### src/rtl/dma_steal_pkg.sv
// Package: shared state type and register-window encoding for the
// cycle-stealing DMA engine. Assumes a 3-bit register select.
package dma_steal_pkg;

    typedef enum logic [1:0] {
        ST_IDLE = 2'd0,
        ST_REQ  = 2'd1,
        ST_XFER = 2'd2,
        ST_REL  = 2'd3
    } xfer_state_t;

    localparam logic [2:0] SEL_CTRL = 3'd0;
    localparam logic [2:0] SEL_DEV  = 3'd1;
    localparam logic [2:0] SEL_MEM  = 3'd2;
    localparam logic [2:0] SEL_CNT  = 3'd3;
    localparam logic [2:0] SEL_STAT = 3'd4;

    localparam int CTRL_GO_BIT   = 0;
    localparam int CTRL_DIR_BIT  = 1;
    localparam int STAT_BUSY_BIT = 0;
    localparam int STAT_DONE_BIT = 1;

endpackage

### src/rtl/dma_steal_regs.sv
// Module: programming registers, live address/count and done flag.
// Assumes: step_i pulses once per moved word; loads are refused while busy.
module dma_steal_regs
    import dma_steal_pkg::*;
#(
    parameter int ADDR_W     = 32,
    parameter int DATA_W     = 32,
    parameter int CNT_W      = 16,
    parameter int DEV_W      = 8,
    parameter int WORD_BYTES = 4
) (
    input  logic              clk,
    input  logic              rst_n,
    input  logic              reg_we,
    input  logic [2:0]        reg_sel,
    input  logic [DATA_W-1:0] reg_wdata,
    output logic [DATA_W-1:0] reg_rdata,
    input  logic              busy_i,
    input  logic              step_i,
    input  logic              last_i,
    output logic              go_o,
    output logic              dir_o,
    output logic [DEV_W-1:0]  dev_addr_o,
    output logic [ADDR_W-1:0] mem_addr_o,
    output logic              cnt_zero_o,
    output logic              cnt_one_o,
    output logic              done_o
);

    localparam logic [ADDR_W-1:0] ADDR_INC = ADDR_W'(WORD_BYTES);
    localparam logic [CNT_W-1:0]  CNT_ONE  = CNT_W'(1);

    logic              dir_q;
    logic [DEV_W-1:0]  dev_q;
    logic [ADDR_W-1:0] addr_q;
    logic [CNT_W-1:0]  cnt_q;
    logic              done_q;
    logic              load_ok;
    logic              clr_done;

    // Decode an accepted load, go command and done clear.
    always_comb begin
        load_ok  = reg_we && !busy_i;
        go_o     = load_ok && (reg_sel == SEL_CTRL) && reg_wdata[CTRL_GO_BIT];
        clr_done = (reg_we && (reg_sel == SEL_STAT)) || go_o;
    end

    // Hold direction and device address loaded while idle.
    always_ff @(posedge clk) begin
        if (!rst_n) begin
            dir_q <= 1'b0;
            dev_q <= '0;
        end else if (load_ok) begin
            if (reg_sel == SEL_CTRL) dir_q <= reg_wdata[CTRL_DIR_BIT];
            if (reg_sel == SEL_DEV)  dev_q <= DEV_W'(reg_wdata);
        end
    end

    // Memory address: software load when idle, one word step per transfer.
    always_ff @(posedge clk) begin
        if (!rst_n) begin
            addr_q <= '0;
        end else if (step_i) begin
            addr_q <= addr_q + ADDR_INC;
        end else if (load_ok && (reg_sel == SEL_MEM)) begin
            addr_q <= ADDR_W'(reg_wdata);
        end
    end

    // Word count: software load when idle, decrement per transfer.
    always_ff @(posedge clk) begin
        if (!rst_n) begin
            cnt_q <= '0;
        end else if (step_i) begin
            cnt_q <= cnt_q - CNT_ONE;
        end else if (load_ok && (reg_sel == SEL_CNT)) begin
            cnt_q <= CNT_W'(reg_wdata);
        end
    end

    // Done flag: completion sets and wins over any clear on the same edge.
    always_ff @(posedge clk) begin
        if (!rst_n) begin
            done_q <= 1'b0;
        end else if (last_i || (go_o && cnt_zero_o)) begin
            done_q <= 1'b1;
        end else if (clr_done) begin
            done_q <= 1'b0;
        end
    end

    // Same-cycle register readback.
    always_comb begin
        reg_rdata = '0;
        case (reg_sel)
            SEL_CTRL: reg_rdata[CTRL_DIR_BIT] = dir_q;
            SEL_DEV:  reg_rdata = DATA_W'(dev_q);
            SEL_MEM:  reg_rdata = DATA_W'(addr_q);
            SEL_CNT:  reg_rdata = DATA_W'(cnt_q);
            SEL_STAT: begin
                reg_rdata[STAT_BUSY_BIT] = busy_i;
                reg_rdata[STAT_DONE_BIT] = done_q;
            end
            default:  reg_rdata = '0;
        endcase
    end

    assign dir_o      = dir_q;
    assign dev_addr_o = dev_q;
    assign mem_addr_o = addr_q;
    assign cnt_zero_o = (cnt_q == '0);
    assign cnt_one_o  = (cnt_q == CNT_ONE);
    assign done_o     = done_q;

    // count falls by one per moved word.
    p_count_step_r6: assert property (@(posedge clk) disable iff (!rst_n)
        step_i |=> cnt_q == $past(cnt_q) - CNT_ONE);

    // address grows by one word per moved word.
    p_addr_step_r6: assert property (@(posedge clk) disable iff (!rst_n)
        step_i |=> addr_q == $past(addr_q) + ADDR_INC);

    // the final word always leaves done set.
    p_done_on_last_r7: assert property (@(posedge clk) disable iff (!rst_n)
        last_i |=> done_q);

    // a busy engine keeps its programmed direction and device.
    p_hold_busy_r10: assert property (@(posedge clk) disable iff (!rst_n)
        busy_i |=> $stable(dir_q) && $stable(dev_q));

endmodule

### src/rtl/dma_steal_fsm.sv
// Module: per-word request/grant sequencer.
// Assumes: the arbiter keeps bus_gnt high while bus_req stays high.
module dma_steal_fsm
    import dma_steal_pkg::*;
(
    input  logic clk,
    input  logic rst_n,
    input  logic go_i,
    input  logic cnt_zero_i,
    input  logic cnt_one_i,
    input  logic bus_gnt,
    output logic bus_req,
    output logic busy_o,
    output logic xfer_o,
    output logic last_o
);

    xfer_state_t state_q;
    xfer_state_t state_d;

    // Next state: request, one-word transfer, release, repeat.
    always_comb begin
        state_d = state_q;
        case (state_q)
            ST_IDLE: if (go_i && !cnt_zero_i) state_d = ST_REQ;
            ST_REQ:  if (bus_gnt) state_d = ST_XFER;
            ST_XFER: state_d = cnt_one_i ? ST_IDLE : ST_REL;
            ST_REL:  state_d = ST_REQ;
            default: state_d = ST_IDLE;
        endcase
    end

    // State register.
    always_ff @(posedge clk) begin
        if (!rst_n) state_q <= ST_IDLE;
        else        state_q <= state_d;
    end

    assign bus_req = (state_q == ST_REQ) || (state_q == ST_XFER);
    assign busy_o  = (state_q != ST_IDLE);
    assign xfer_o  = (state_q == ST_XFER);
    assign last_o  = xfer_o && cnt_one_i;

    // a transfer cycle follows a granted request.
    p_xfer_after_grant_r4: assert property (@(posedge clk) disable iff (!rst_n)
        xfer_o |-> $past(bus_req && bus_gnt));

    // the request falls right after each word.
    p_req_drop_r5: assert property (@(posedge clk) disable iff (!rst_n)
        xfer_o |=> !bus_req);

    // a zero-count go never requests the bus.
    p_zero_no_bus_r8: assert property (@(posedge clk) disable iff (!rst_n)
        (go_i && cnt_zero_i && !busy_o) |=> !bus_req);

    // a nonzero go raises the request next cycle.
    p_go_request_r3: assert property (@(posedge clk) disable iff (!rst_n)
        (go_i && !cnt_zero_i && !busy_o) |=> bus_req);

endmodule

### src/rtl/dma_steal_port.sv
// Module: steers one word between device port and memory bus.
// Assumes: both sides return read data in the same cycle as the strobe.
module dma_steal_port #(
    parameter int ADDR_W = 32,
    parameter int DATA_W = 32,
    parameter int DEV_W  = 8
) (
    input  logic              xfer_i,
    input  logic              dir_i,
    input  logic [ADDR_W-1:0] addr_i,
    input  logic [DEV_W-1:0]  dev_i,
    output logic              mem_en,
    output logic              mem_we,
    output logic [ADDR_W-1:0] mem_addr,
    output logic [DATA_W-1:0] mem_wdata,
    input  logic [DATA_W-1:0] mem_rdata,
    output logic [DEV_W-1:0]  dev_addr,
    output logic              dev_rd,
    input  logic [DATA_W-1:0] dev_rdata,
    output logic              dev_wr,
    output logic [DATA_W-1:0] dev_wdata
);

    // Strobes follow the direction; data paths pass straight across.
    always_comb begin
        mem_en    = xfer_i;
        mem_we    = xfer_i && !dir_i;
        dev_rd    = xfer_i && !dir_i;
        dev_wr    = xfer_i && dir_i;
        mem_addr  = addr_i;
        dev_addr  = dev_i;
        mem_wdata = dev_rdata;
        dev_wdata = mem_rdata;
    end

    // never both device strobes in one cycle.
    always_comb begin
        p_one_dev_strobe_r4: assert ($onehot0({dev_rd, dev_wr}));
    end

endmodule

### src/rtl/dma_steal_engine.sv
// Module: top of the cycle-stealing DMA engine.
// Moves one word per bus grant and raises irq after the last word.
// Assumes: a single device port and a word-addressed byte bus.
module dma_steal_engine #(
    parameter int ADDR_W     = 32,
    parameter int DATA_W     = 32,
    parameter int CNT_W      = 16,
    parameter int DEV_W      = 8,
    parameter int WORD_BYTES = 4
) (
    input  logic              clk,
    input  logic              rst_n,
    input  logic              reg_we,
    input  logic [2:0]        reg_sel,
    input  logic [DATA_W-1:0] reg_wdata,
    output logic [DATA_W-1:0] reg_rdata,
    output logic              bus_req,
    input  logic              bus_gnt,
    output logic              mem_en,
    output logic              mem_we,
    output logic [ADDR_W-1:0] mem_addr,
    output logic [DATA_W-1:0] mem_wdata,
    input  logic [DATA_W-1:0] mem_rdata,
    output logic [DEV_W-1:0]  dev_addr,
    output logic              dev_rd,
    input  logic [DATA_W-1:0] dev_rdata,
    output logic              dev_wr,
    output logic [DATA_W-1:0] dev_wdata,
    output logic              irq
);

    logic              go;
    logic              dir;
    logic [DEV_W-1:0]  dev_q;
    logic [ADDR_W-1:0] addr_q;
    logic              cnt_zero;
    logic              cnt_one;
    logic              done;
    logic              busy;
    logic              xfer;
    logic              last;

    dma_steal_regs #(
        .ADDR_W(ADDR_W), .DATA_W(DATA_W), .CNT_W(CNT_W),
        .DEV_W(DEV_W), .WORD_BYTES(WORD_BYTES)
    ) u_regs (
        .clk(clk), .rst_n(rst_n),
        .reg_we(reg_we), .reg_sel(reg_sel), .reg_wdata(reg_wdata),
        .reg_rdata(reg_rdata),
        .busy_i(busy), .step_i(xfer), .last_i(last),
        .go_o(go), .dir_o(dir), .dev_addr_o(dev_q), .mem_addr_o(addr_q),
        .cnt_zero_o(cnt_zero), .cnt_one_o(cnt_one), .done_o(done)
    );

    dma_steal_fsm u_fsm (
        .clk(clk), .rst_n(rst_n),
        .go_i(go), .cnt_zero_i(cnt_zero), .cnt_one_i(cnt_one),
        .bus_gnt(bus_gnt), .bus_req(bus_req),
        .busy_o(busy), .xfer_o(xfer), .last_o(last)
    );

    dma_steal_port #(
        .ADDR_W(ADDR_W), .DATA_W(DATA_W), .DEV_W(DEV_W)
    ) u_port (
        .xfer_i(xfer), .dir_i(dir), .addr_i(addr_q), .dev_i(dev_q),
        .mem_en(mem_en), .mem_we(mem_we), .mem_addr(mem_addr),
        .mem_wdata(mem_wdata), .mem_rdata(mem_rdata),
        .dev_addr(dev_addr), .dev_rd(dev_rd), .dev_rdata(dev_rdata),
        .dev_wr(dev_wr), .dev_wdata(dev_wdata)
    );

    assign irq = done;

    // irq and busy are never high together after the last word.
    p_irq_idle_r7: assert property (@(posedge clk) disable iff (!rst_n)
        last |=> irq && !busy);

endmodule

### config.mk
export PLATFORM = sky130hd
export DESIGN_NAME = dma_steal_engine
export DESIGN_NICKNAME = d
export VERILOG_FILES = /design/src/rtl/dma_steal_pkg.sv /design/src/rtl/dma_steal_regs.sv /design/src/rtl/dma_steal_fsm.sv /design/src/rtl/dma_steal_port.sv /design/src/rtl/dma_steal_engine.sv
export SDC_FILE = /design/constraint.sdc
export NUM_CORES = 1
export LEC_CHECK = 0
export CAP_MARGIN = 20
export CORE_MARGIN = 3
export CORE_UTILIZATION = 40
export DETAILED_ROUTE_END_ITERATION = 12
export DONT_BUFFER_PORTS = 1
export PLACE_DENSITY = 0.63
export SETUP_SLACK_MARGIN = 0.05
export SYNTH_ARGS = -nofsm -noshare
export SYNTH_HDL_FRONTEND = slang
export SYNTH_SLANG_ARGS = --single-unit
export TNS_END_PERCENT = 30
### constraint.sdc
create_clock -name clk -period 3.66 [get_ports clk]
set_clock_uncertainty 0.15 [all_clocks]
set_input_delay 0.366 -clock clk [delete_from_list [all_inputs] [get_ports clk]]
set_output_delay 0.366 -clock clk [all_outputs]
set_load 0.005 [all_outputs]
# Word-level counts from Yosys, hierarchy flattened
# Index checks and enable logic that the tools add are counted.
# W data, S select, Z words.
[op_classes]
mux = 13
reduce_logical = 27
n_eq_ne = 10
addsub = 2
[ops]
columns = ["op", "n"]
rows = [
  ["$pmux W30 S3", 1],
  ["$mux W32", 2],
  ["$add A32 B3 Y32 const B", 1],
  ["$mux W16", 2],
  ["$eq A16 B1 Y1 const B", 1],
  ["$logic_not A16 Y1", 1],
  ["$sub A16 B1 Y16 const B", 1],
  ["$logic_and A1 B1 Y1", 11],
  ["$pmux W2 S4", 1],
  ["$reduce_bool A2 Y1", 4],
  ["$eq A3 B2 Y1 const B", 2],
  ["$mux W2", 3],
  ["$reduce_and A2 Y1", 3],
  ["$pmux W1 S5", 1],
  ["$eq A2 B2 Y1 const B", 2],
  ["$pmux W1 S4", 1],
  ["$eq A3 B1 Y1 const B", 1],
  ["$eq A3 B3 Y1 const B", 1],
  ["$logic_not A1 Y1", 3],
  ["$logic_not A3 Y1", 1],
  ["$logic_or A1 B1 Y1", 3],
  ["$eq A2 B1 Y1 const B", 1],
  ["$logic_not A2 Y1", 1],
  ["$mux W1", 2],
  ["other kinds (2)", 2],
]
[totals]
elab_cells = 58
input_bits = 103
out_inout_bits = 142
regBits = 60

# Logic depth before layout (Yosys ltp)
# Gate-level depths: netlist (run 1).
[depth]
depth_word = 8
ltp_mapped = 8
ltp_nobuf = 7

# Hierarchy
# A second synthesis (run 1) with hierarchy kept.
[hier_totals]
cells_unflattened = 610
area_unflattened_um2 = 4695.8
[modules_own_cells]
columns = ["module", "cells_each", "area_each_um2", "seq_area_each_um2", "n_inst"]
rows = [
  ["dma_steal_regs", 482, 3696.0, 1161.1, 1],
  ["dma_steal_port", 108, 812.0, 0.0, 1],
  ["dma_steal_fsm", 20, 187.7, 40.0, 1],
]

# Worst setup path after synthesis (run 1)
# OpenSTA, ideal clock, no wires.
[synth_path]
kind = "register to output"
from = "register u_fsm.state_q[0]"
to = "output dev_wr"
path_buffers = 3
path_stages_with_launch = 7
arrival_time_ns = 1.519
path_slack_ns = 1.625
t_required_ns = 3.144
path_cell_list = "dfxtp_1 inv_1 ha_1 buf_2 buf_1 buf_1 and2_1"
[synth_via]
elab_chain_cells = 2
[synth_lines]
columns = ["item", "line", "rtl"]
rows = [
  ["start, declared", "dma_steal_fsm.sv:18", "xfer_state_t state_q;"],
  ["start signal, assigned", "dma_steal_fsm.sv:36", "else state_q <= state_d;"],
  ["$eq A2 B2 Y1", "dma_steal_fsm.sv:41", "assign xfer_o = (state_q == ST_XFER);"],
  ["net mem_en", "dma_steal_engine.sv:19", "output logic mem_en,"],
  ["$logic_and A1 B1 Y1", "dma_steal_port.sv:29", "dev_wr = xfer_i && dir_i;"],
  ["end, declared", "dma_steal_engine.sv:27", "output logic dev_wr,"],
]
# The timed path passes the listed nets, and every way through them passes these cells.

# Final worst setup path (run 1)
[layout_path]
from = "register u_fsm.state_q[0]"
to = "register u_regs.addr_q[14], in the netlist u_regs.mem_addr_o[14]"
[layout_via]
word_cells_on_any_way = 7
[layout_rtl]
columns = ["item", "line", "rtl"]
rows = [
  ["$eq A2 B2 Y1 (*)", "dma_steal_fsm.sv:41", ""],
  ["net mem_en", "dma_steal_engine.sv:19", ""],
  ["$mux W32 or $reduce_bool A2 Y1 (tied branches)", "--", ""],
  ["end signal, assigned", "dma_steal_regs.sv:64", "addr_q <= addr_q + ADDR_INC;"],
  ["end signal, assigned", "dma_steal_regs.sv:66", "addr_q <= ADDR_W'(reg_wdata);"],
  ["end, declared", "dma_steal_regs.sv:35", "logic [ADDR_W-1:0] addr_q;"],
]
# Mark *: on every way through the listed nets, which the timed path passes. The rest lies on a longest branch.
# A chain may end at the register's enable or synchronous reset.

==> key figures, run 1 <==
Place
  • Detailed placement HPWL: around 9600 um
  • Routability Congestion: 0.8659
  • PortBufs: 0

Logic synthesis
  • Prevailing post-synth register cell: dfxtp_1
  • Area leader, netlist: dfxtp_1
  • Post-Syn Area: approximately 0.0043 mm2
  • Cell with the most instances after synthesis: buf_4
  • Number of flops mapped to enable cells by yosys: 0
  • Post-synth ARST share: 0%
  • Avg Cell Area, Syn: about 7.8 um2
  • Cells after synthesis: 556
  • Netlist cell types: between 60 and 70
  • Synth top area cells: dfxtp_1, buf_4, mux2i_1
  • Synth warnings: 0
  • Syn_nets: roughly 670
  • Yosys reg bits: 60
  • Post-synth top cells: buf_4, nor2_1, dfxtp_1, a21oi_1, nand2_1
  • Area share of the largest cell type after synthesis: ~28%
  • Sequential share of the synthesized area: between 20 and 30%

Clock tree
  • Clock Latency Late Sink: about 0.36 ns
  • Reg clk slew, reported paths: approximately 0.070 ns
  • # hold bufs at CTS: 5
  • Post-CTS Setup Inserts: 0
  • H-tree depth: 3
  • Cts bufs inserted: 9
  • CTS tree: yes
  • Clock Sinks: 60
  • Root Buffer: clkbuf_8
  • Longest Clk Path Bufs: 2
  • CTS resizes: 0

Layout
  • Final core utilization: 40.43%
  • Diodes inserted: 0
  • Area grow syn2layout: -2.969%
  • Ratio of cells with drive above 1 in the final layout: 8.998%
  • Fin nets: roughly 590

Global route
  • Gr ovfl total: 0
  • Antenna violations before repair: 0
  • Pin count of the biggest net entering global routing: between 40 and 50
  • Number of global-route vias before repair: approximately 3,700
  • Gr usage total: 21.84%
  • First-pass GRT wire length: 20,310 um

Timing
  • Tcrit/Tclk final: slightly below 80%
  • Maximum clock rate: about 350 MHz
  • Tmin final: ~2.8 ns
  • Setup violators final: 0
  • Slew margin rel.: roughly two fifths
  • Fin. Hold Viols: 0
  • Final Slew Violations: 0
  • Setup TNS: 0 ns
  • Worst Tran Pin Value: 0.9272 ns
  • RSZ-0062 raised after global routing: false

Pwr
  • Power Total: approximately 1.5 mW
  • Leakage: between 1.5 and 2 nW
  • Pwr per Cell Area: 347.9 mW/mm2
  • Peak supply drop: about 0.00016 V

Floorplanning
  • Die H: 110.2 um
  • Initial Util: a little over two fifths
  • Area of the die: ~0.012 mm2
  • I/O pin count: about 250
  • DIE WIDTH: between 100 and 150 um
  • Row Count: 37
  • Core area: roughly 0.010 mm2

Worst setup path
  • Worst path bufs/invs: 1
  • CP required: around 3.8 ns
  • Cell Chain, Critical Path: inv_1 -> ha_1 -> nand3_1 -> nor3_1 -> nand2_1 -> a2bb2oi_1 -> a21oi_1
  • Slowest stage cell, crit path: ha_1
  • Critical Path Start Type: register
  • Largest stage delay, worst path: between 0.7 and 0.8 ns
  • Critical path endpoint category: register
  • Worst-path maximum fanout: 24
  • Crit Path Category: reg -> reg
  • CP delay by family, top: simple AND/OR/NAND/NOR gates
  • Critical Path AT: 2.96 ns

Detailed routing
  • Vias: 3,895
  • Final antenna-violating net count: 0
  • DRC viols: 0
  • Total detailed-routing wirelength: between 10,000 and 15,000 um
  • Via/cell ratio: 6.232
  • Drt initial violations: approximately 370
  • Drt wl/cell: around 21 um
  • DR pass1 iterations: 7

Run
  • Max-cap viol count: 0

Worst hold path
  • Tightest Hold Check Type: in -> reg

Run status
  • Status: complete, no violations
[report_power, final]
part / leakage (nW) / switching, mW / internal, mW
registers: 0.486 / 0.0284 / 0.668
clock network: 0.102 / 0.288 / 0.350
logic: 0.919 / 0.0740 / 0.0571
total: 1.51 / 0.390 / 1.08
[worst register-to-register path, cell delays in order, from the launching register on]
cell	delay, ns
dfxtp_1	0.34
inv_1	0.08
ha_1	0.77
nand3_1	0.31
nor3_1	0.65
nand2_1	0.16
a2bb2oi_1	0.16
a21oi_1	0.14
[metal layers]
| metal | vias to the layer above | part of all wire [%] | GRT usage, % |
|---|---|---|---|
| met1 | 1868 | 40 | 26.15 |
| met5 | - | 0 | 0 |
| met4 | 0 | 1.7 | 7.740 |
| li1 | 1792 | - | - |
| met3 | 37 | 11 | 8.503 |
| met2 | 198 | 47 | 35.62 |
[cell usage in the layout (no fill, tap or decap), types with 4 or more instances in the layout]
cell type / Yosys / layout
a211oi_1: 7 / 7
a21oi_1: 50 / 50
a22oi_1: 5 / 5
a2bb2oi_1: 5 / 5
a311oi_1: 4 / 4
a31oi_1: 8 / 8
and2_1: 16 / 16
and3_1: 6 / 6
buf_4: 65 / 5
clkbuf_8: 0 / 11
dfxtp_1: 60 / 60
dlygate4sd3_1: 0 / 6
ha_1: 6 / 6
inv_1: 11 / 11
mux2_2: 6 / 6
mux2i_1: 30 / 30
nand2_1: 39 / 39
nand3_1: 28 / 28
nand4_1: 12 / 12
nand4b_1: 4 / 4
nor2_1: 61 / 61
nor2b_1: 6 / 6
nor3_1: 15 / 14
o211ai_1: 10 / 10
o21ai_0: 11 / 11
or3_1: 4 / 4
xor2_1: 6 / 6
[cells by family (layout without fill, tap and decap cells)]
kind of cell	count (synthesis)	in the layout	share of synthesized area [%]
simple gates	223	223	28.57
xor+xnor	7	7	1.413
fa+ha+maj	6	6	1.730
compound gates	118	118	17.18
buf+inv	106	39	14.96
flops	60	60	27.67
mux	36	36	8.475
[worst paths after layout]
| check | from | slack (ns) | cells past startpoint | endpoint |
|---|---|---|---|---|
| hold / removal | reg_wdata[11] | 0.005 | 2 | u_regs.cnt_q[11] |
| setup reg to reg | u_fsm.state_q[0] | 0.84 | 7 | u_regs.mem_addr_o[14] |
| hold reg to reg | u_regs.mem_addr_o[0] | 0.37 | 2 | u_regs.mem_addr_o[0] |
| setup / recovery | u_fsm.state_q[0] | 0.84 | 7 | u_regs.mem_addr_o[14] |
[layout make-up]
cell class                      count  area (um2)
Tap cell                          136       170.2
Fill cell                        1063        6205
Clock inverter                      4       47.55
Sequential cell                    60        1201
Multi-Input combinational cell    390        2495
Timing Repair Buffer               11       97.59
Clock buffer                       12       155.1
Inverter                           12       45.04
[state kept, by name (all words and copies together), names as in the netlist]
| name | count |
|---|---|
| u_regs.cnt_q | 16 |
| u_regs.dir_o | 1 |
| u_regs.mem_addr_o | 32 |
| u_regs.dev_addr_o | 8 |
| u_regs.done_o | 1 |
| u_fsm.state_q | 2 |
[per-stage QoR]
| step | setup slack [ns] | area [um2] | hold WS [ns] | cells |
|---|---|---|---|---|
| after global routing | 0.5544 | 4212 | 0.003768 | 625 |
| after floorplan | 1.625 | 4340 | 0.3052 | 556 |
| final | 0.8355 | 4212 | 0.005253 | 625 |
| after CTS | 0.8397 | 4202 | 0.0008963 | 624 |
| after detailed placement | 0.8756 | 3949 | 0.3433 | 603 |
| after global placement | 0.9470 | 3949 | 0.3169 | 603 |
(Power assumes the default switching activity.)
==> inputs of run 2 (changes only) <==
- ABC_AREA: default -> 1
- clock period: 3.66 -> 2.7 ns (I/O delays scaled with it)
==> run 2 against run 1 <==
  * Combinational power grew to 11 times the previous value
  * Via count grew 25%
  * Synthesized cell count grew 38%
  * Wire length grew 18%
  * Sequential power grew 82%
  * Clock power grew 120%
  * Critical path type unchanged
  * Largest power group is now combinational cells
==> key figures, run 2 <==
Run status
  • Status: complete, no violations

Worst setup path
  • R2R setup slack: ~0.48 ns
  • Critical Path AT: ~2.3 ns
  • Largest stage delay, worst path: about 0.38 ns
  • CP required: 2.78 ns
  • Critical path endpoint category: register
  • R2R Path End: u_regs.mem_addr_o[15]
  • Most common cell on crit path: inv_1
  • Crit Path Category: reg -> reg
  • Worst-path maximum fanout: 17
  • Slowest stage cell, crit path: nor2_4
  • Cell Chain, Critical Path: inv_1 -> ha_1 -> nand2_1 -> nor2_4 -> nor2_4 -> inv_2 -> o21ai_0 -> inv_1 -> nand2_1 -> inv_1
  • Worst r2r path cells: 10
  • Critical Path Start Type: register
  • Reg2reg start: u_fsm.state_q[0]

Layout
  • Most common cell after layout, fill and taps aside: nand2_1
  • Final core utilization: 42.73%
  • Ratio of cells with drive above 1 in the final layout: between 6 and 7%
  • Register area: between 0.001 and 0.0015 mm2
  • Diodes inserted: 0
  • Footprint of the multi-input gates: roughly 0.0025 mm2
  • Area grow syn2layout: 2.493%
  • Fillers: ~1,200
  • Max reg flops: 32
  • Fin nets: between 800 and 900
  • Most frequent cells in the layout: nand2_1, nor2_1, inv_1

Timing
  • Maximum clock rate: 450.6 MHz
  • Setup violators final: 0
  • Tmin final: ~2.2 ns
  • RSZ-0062 raised after global routing: false
  • Setup TNS: 0 ns
  • Slew margin rel.: roughly three fifths
  • Fin. Hold Viols: 0
  • Final Slew Violations: 0
  • Tcrit/Tclk final: between 80 and 90%
  • Worst Tran Pin Value: a little over 0.6 ns

Global route
  • Grt peak-use layer: met2
  • Number of global-route vias before repair: roughly 4,700
  • GR Util met1: a little under a third
  • Gr usage total: 24.72%
  • Antenna violations before repair: 0
  • Gr ovfl total: 0
  • M2 GR Usage: between 30% and 40%
  • Pin count of the biggest net entering global routing: 34
  • Met3 Use GR: under 10%
  • First-pass GRT wire length: around 25,000 um

Logic synthesis
  • Number of flops mapped to enable cells by yosys: 0
  • Netlist cell types: 39
  • Post-synth top cells: nand2_1, nor2_1, inv_1, buf_4, dfxtp_1
  • Post-Syn Area: 0.004618 mm2
  • Syn_nets: ~880
  • Synth top area cells: dfxtp_1, nand2_1, buf_4
  • Area leader, netlist: dfxtp_1
  • Sequential share of the synthesized area: between 20% and 30%
  • Cells after synthesis: between 700 and 800
  • Synth warnings: 0
  • Post-synth ARST share: 0%
  • Area share of the largest cell type after synthesis: between 20% and 30%
  • Prevailing post-synth register cell: dfxtp_1
  • Avg Cell Area, Syn: ~6 um2
  • Yosys reg bits: 60
  • Cell with the most instances after synthesis: nand2_1

Clock tree
  • H-tree depth: 3
  • Clock Latency Late Sink: 0.33 ns
  • Clock Sinks: 60
  • Cts bufs inserted: 9
  • Root Buffer: clkbuf_16
  • CTS tree: yes
  • Post-CTS Setup Inserts: 0
  • CTS resizes: 0
  • Longest Clk Path Bufs: 2
  • Reg clk slew, reported paths: about 0.050 ns

Detailed routing
  • Total detailed-routing wirelength: ~16,000 um
  • Via/cell ratio: roughly 5.7
  • Final antenna-violating net count: 0
  • Drt initial violations: ~430
  • Drt wl/cell: 18.51 um
  • DRC viols: 0
  • DR pass1 iterations: 5
  • Vias: around 4,900

Pwr
  • Reg power frac: 30.6%
  • Clk pwr share: between 30% and 40%
  • Pwr per Cell Area: about 900 mW/mm2
  • Peak supply drop: approximately 0.00041 V
  • Logic gate share of total power: a little over a third
  • Psw: between 1.5 and 2 mW
  • Cell Int Power: roughly 2.5 mW
  • Switching Share: between 40% and 50%
  • Leakage: approximately 1.8 nW

Place
  • Routability Congestion: 0.9456
  • PortBufs: 0
  • Detailed placement HPWL: 11,850 um

Worst hold path
  • Hold Path Sink: u_regs.mem_addr_o[18]
  • Hold_sp: reg_wdata[18]
  • Tightest Hold Check Type: in -> reg
  • Hold Path Stages: 4

Run
  • Max-cap viol count: 0

Floorplanning
  • Core area: 0.01108 mm2
  • Die H: about 110 um
  • I/O pin count: between 200 and 250
  • Row Count: 38
  • DIE WIDTH: approximately 110 um
  • Area of the die: about 0.013 mm2
  • Initial Util: between 40% and 50%
## run 2: kinds of logic (layout without fill, tap and decap cells)
group	Yosys count	after routing	share of synthesized area [%]
AOI/OAI and AO/OA	122	122	14.63
xor gates and xnor gates	9	9	1.707
adders and majority gates	6	6	1.626
buffers and inverters	169	117	19.67
DFF	60	60	26.01
and+or+nand+nor	403	403	36.36
## run 2: layout make-up
cell class	count	area share [%]
Clock buffer	12	5.419
Tap cell	140	3.701
Timing Repair Buffer	18	3.807
Inverter	83	6.635
Clock inverter	4	2.009
Multi-Input combinational cell	540	53.05
Sequential cell	60	25.38
## run 2: how the worst max path moves through the flow
stage                            endpoint  slack (ns)             start
global placement    u_regs.mem_addr_o[15]        0.58  u_fsm.state_q[0]
floorplan                          mem_we        0.87  u_fsm.state_q[0]
CTS                 u_regs.mem_addr_o[15]        0.49  u_fsm.state_q[0]
global route        u_regs.mem_addr_o[15]        0.22  u_fsm.state_q[0]
finish              u_regs.mem_addr_o[15]        0.48  u_fsm.state_q[0]
detailed placement  u_regs.mem_addr_o[15]        0.46  u_fsm.state_q[0]
## run 2: per-layer routing
layer,wire (um),vias to the layer above
li1,-,2292
met1,6182,2236
met2,7138,264
met3,1775,91
met4,766,0
met5,0,-
## run 2: power groups by stage
stage	Sequential (mW)	Combinational [mW]	Clock, mW
floorplan	1.20	1.23	0
global placement	1.28	1.41	0
detailed placement	1.28	1.44	0
CTS	1.27	1.48	1.38
global route	1.30	1.71	1.43
finish	1.27	1.50	1.38
## run 2: repair_timing
item / 4_1_cts / 5_1_grt
hold buffers: 14 / 0
hold endpoints to repair: 38 / 0
setup endpoints to repair: 0 / 0
## run 2: worst max-delay path: cells and delay by family, from the launching register on
family | cells | cell delay, ns
AO/OA/AOI/OAI | 1 | 0.19
adder cells (fa/ha/maj) | 1 | 0.26
buffers and inverters | 4 | 0.41
flip-flops | 1 | 0.35
AND/OR/NAND/NOR | 4 | 0.74
## run 2: per-stage QoR
| stage | total power [mW] | setup slack (ns) | instance area [um2] | cells | hold slack, ns |
|---|---|---|---|---|---|
| 3_5_place_dp | 2.726 | 0.4645 | 4232 | 827 | 0.2299 |
| 4_1_cts | 4.128 | 0.4865 | 4733 | 857 | 0.001353 |
| 6_report | 4.151 | 0.4809 | 4733 | 857 | 0.008465 |
| 2_1_floorplan | 2.436 | 0.8703 | 4618 | 769 | 0.2549 |
| 3_3_place_gp | 2.686 | 0.5841 | 4232 | 827 | 0.2237 |
| 5_1_grt | 4.440 | 0.2234 | 4733 | 857 | 0.003419 |
==> inputs of run 3 (changes only) <==
- clock period: 2.7 -> 2.2 ns (I/O delays scaled with it)
==> run 3 against run 2 <==
  * Non-clock buffer count is 23 higher
  * Die area stayed put
  * Count of clock-buffer cells in the layout is 1 higher
  * Power is 17% higher
  * First-iteration DRC count is 13% lower
  * Sequential cell count stayed put
  * Via count is 2.0% higher
  * Fmax is 13% higher
  * Design area is 2.4% higher
  * Utilization is 1.0 points higher
  * Global-route usage is 0.85 points higher
  * Clock power is 4% lower
  * Highest routed layer unchanged
==> key figures, run 3 (synthesized netlist as in run 2, its figures left out) <==
Run status
  • Status: complete, no violations

Worst setup path
  • Critical Path AT: 2.04 ns
  • Most common cell on crit path: nand2_1
  • Critical path endpoint category: register
  • Largest stage delay, worst path: approximately 0.46 ns
  • Cell Chain, Critical Path: ha_1 -> nand2_1 -> nor2_1 -> nand3_1 -> nor3_2 -> nand2_1 -> nand2_1 -> nand3_1 -> nand2_1 -> inv_1
  • CP required: roughly 2.3 ns
  • Crit Path Category: reg -> reg
  • Worst-path maximum fanout: 6
  • Slowest stage cell, crit path: dfxtp_1
  • Critical Path Start Type: register

Clock tree
  • Clock Latency Late Sink: about 0.33 ns
  • Cts bufs inserted: 9
  • Clock Sinks: 60
  • Longest Clk Path Bufs: 2
  • Reg clk slew, reported paths: about 0.050 ns
  • CTS resizes: 0
  • # hold bufs at CTS: 23
  • H-tree depth: 3
  • CTS tree: yes
  • Post-CTS Setup Inserts: 0
  • Root Buffer: clkbuf_16

Run
  • Max-cap viol count: 0

Layout
  • Register area: between 0.001 and 0.0015 mm2
  • Footprint of the multi-input gates: between 0.002 and 0.003 mm2
  • Fin nets: ~840
  • Ratio of cells with drive above 1 in the final layout: 7.578%
  • Diodes inserted: 0
  • Fillers: approximately 1,200
  • Most common cell after layout, fill and taps aside: nand2_1
  • Final core utilization: ~44%
  • Max reg flops: 32
  • Area grow syn2layout: 4.958%
  • Most frequent cells in the layout: nand2_1, nor2_1, inv_1
  • Non-filler instance count after layout: 879

Floorplanning
  • Core area: 0.01108 mm2
  • Area of the die: around 0.013 mm2
  • Row Count: 38
  • Initial Util: between 40% and 50%
  • I/O pin count: 245
  • Die H: ~110 um
  • DIE WIDTH: 113.5 um

Place
  • PortBufs: 0
  • Detailed placement HPWL: approximately 12,000 um
  • Routability Congestion: 0.8764
  • Post-Place Cells: about 840

Detailed routing
  • DRC viols: 0
  • Vias: around 5,000
  • DR pass1 iterations: 5
  • Final antenna-violating net count: 0
  • Total detailed-routing wirelength: between 15,000 and 20,000 um
  • Drt wl/cell: between 15 and 20 um
  • Drt initial violations: 378
  • Via/cell ratio: roughly 5.7

Pwr
  • Pwr per Cell Area: a little over 1000 mW/mm2
  • Leakage: roughly 1.9 nW
  • Peak supply drop: 0.0004487 V

Global route
  • Gr ovfl total: 0
  • Number of global-route vias before repair: 4,819
  • Gr usage total: 25.58%
  • First-pass GRT wire length: between 20,000 and 30,000 um
  • Antenna violations before repair: 0
  • Pin count of the biggest net entering global routing: 36

Timing
  • Final Slew Violations: 0
  • Slew margin rel.: between 70% and 80%
  • Setup TNS: 0 ns
  • Maximum clock rate: between 500 and 600 MHz
  • RSZ-0062 raised after global routing: false
  • Fin. Hold Viols: 0
  • Hold WS: 0.007801 ns
  • Tmin final: between 1.5 and 2 ns
  • Tcrit/Tclk final: approximately nine tenths
  • Worst Tran Pin Value: roughly 0.44 ns
  • Setup violators final: 0

Worst hold path
  • Tightest Hold Check Type: in -> reg
-- run 3: cell types whose count changed in the layout (fill, tap and decap cells not counted) --
| cell | delta |
|---|---|
| dlygate4sd3_1 | +9 |
| buf_4 | +14 |
| bufinv_16 | -3 |
| clkbuf_1 | +1 |
| clkinv_2 | +1 |
-- run 3: per-layer routing --
metal	track usage [%]	routed length, um
met4	15.14	824
met5	0	0
met2	39.42	7189
met1	32.66	6861
met3	5.889	1510
-- run 3: worst paths after layout --
kind / startpoint / end / slack, ns / cells past startpoint
min: reg_wdata[0] / u_regs.dev_addr_o[0] / 0.008 / 2
min reg2reg: u_regs.dir_o / u_regs.dir_o / 0.35 / 2
max: u_regs.mem_addr_o[3] / u_regs.mem_addr_o[22] / 0.24 / 10
max reg2reg: u_regs.mem_addr_o[3] / u_regs.mem_addr_o[22] / 0.24 / 10
-- run 3: layout make-up --
class | count | share of cell area [%]
clock buffers | 13 | 5.369
repair buffers | 41 | 7.744
flip-flops and latches | 60 | 24.78
clock inverters | 2 | 0.2065
well taps | 140 | 3.614
multi-input cells | 540 | 51.81
inverters | 83 | 6.479
-- run 3: through the flow --
| stage | total power [mW] | setup WS, ns | instance area [um2] |
|---|---|---|---|
| CTS | 4.858 | 0.2559 | 4847 |
| detailed placement | 3.478 | 0.2624 | 4337 |
| global placement | 3.434 | 0.2937 | 4337 |
| global route | 5.252 | 0.08101 | 4847 |
| floorplan | 2.990 | 0.4203 | 4618 |
| finish | 4.873 | 0.2380 | 4847 |
-- run 3: worst max-delay path, delay by kind of cell, from the launching register on --
kind,cells,cell delay (ns)
buffers and inverters,1,0.03
flip-flops,1,0.46
AND/OR/NAND/NOR,8,0.97
adder cells (fa/ha/maj),1,0.24
-- run 3: power breakdown --
group	total, mW	switching, mW	internal (mW)
Sequential	1.53	0.252	1.28
Combinational	2.02	1.35	0.670
Clock	1.32	0.509	0.814
Total	4.87	2.11	2.76
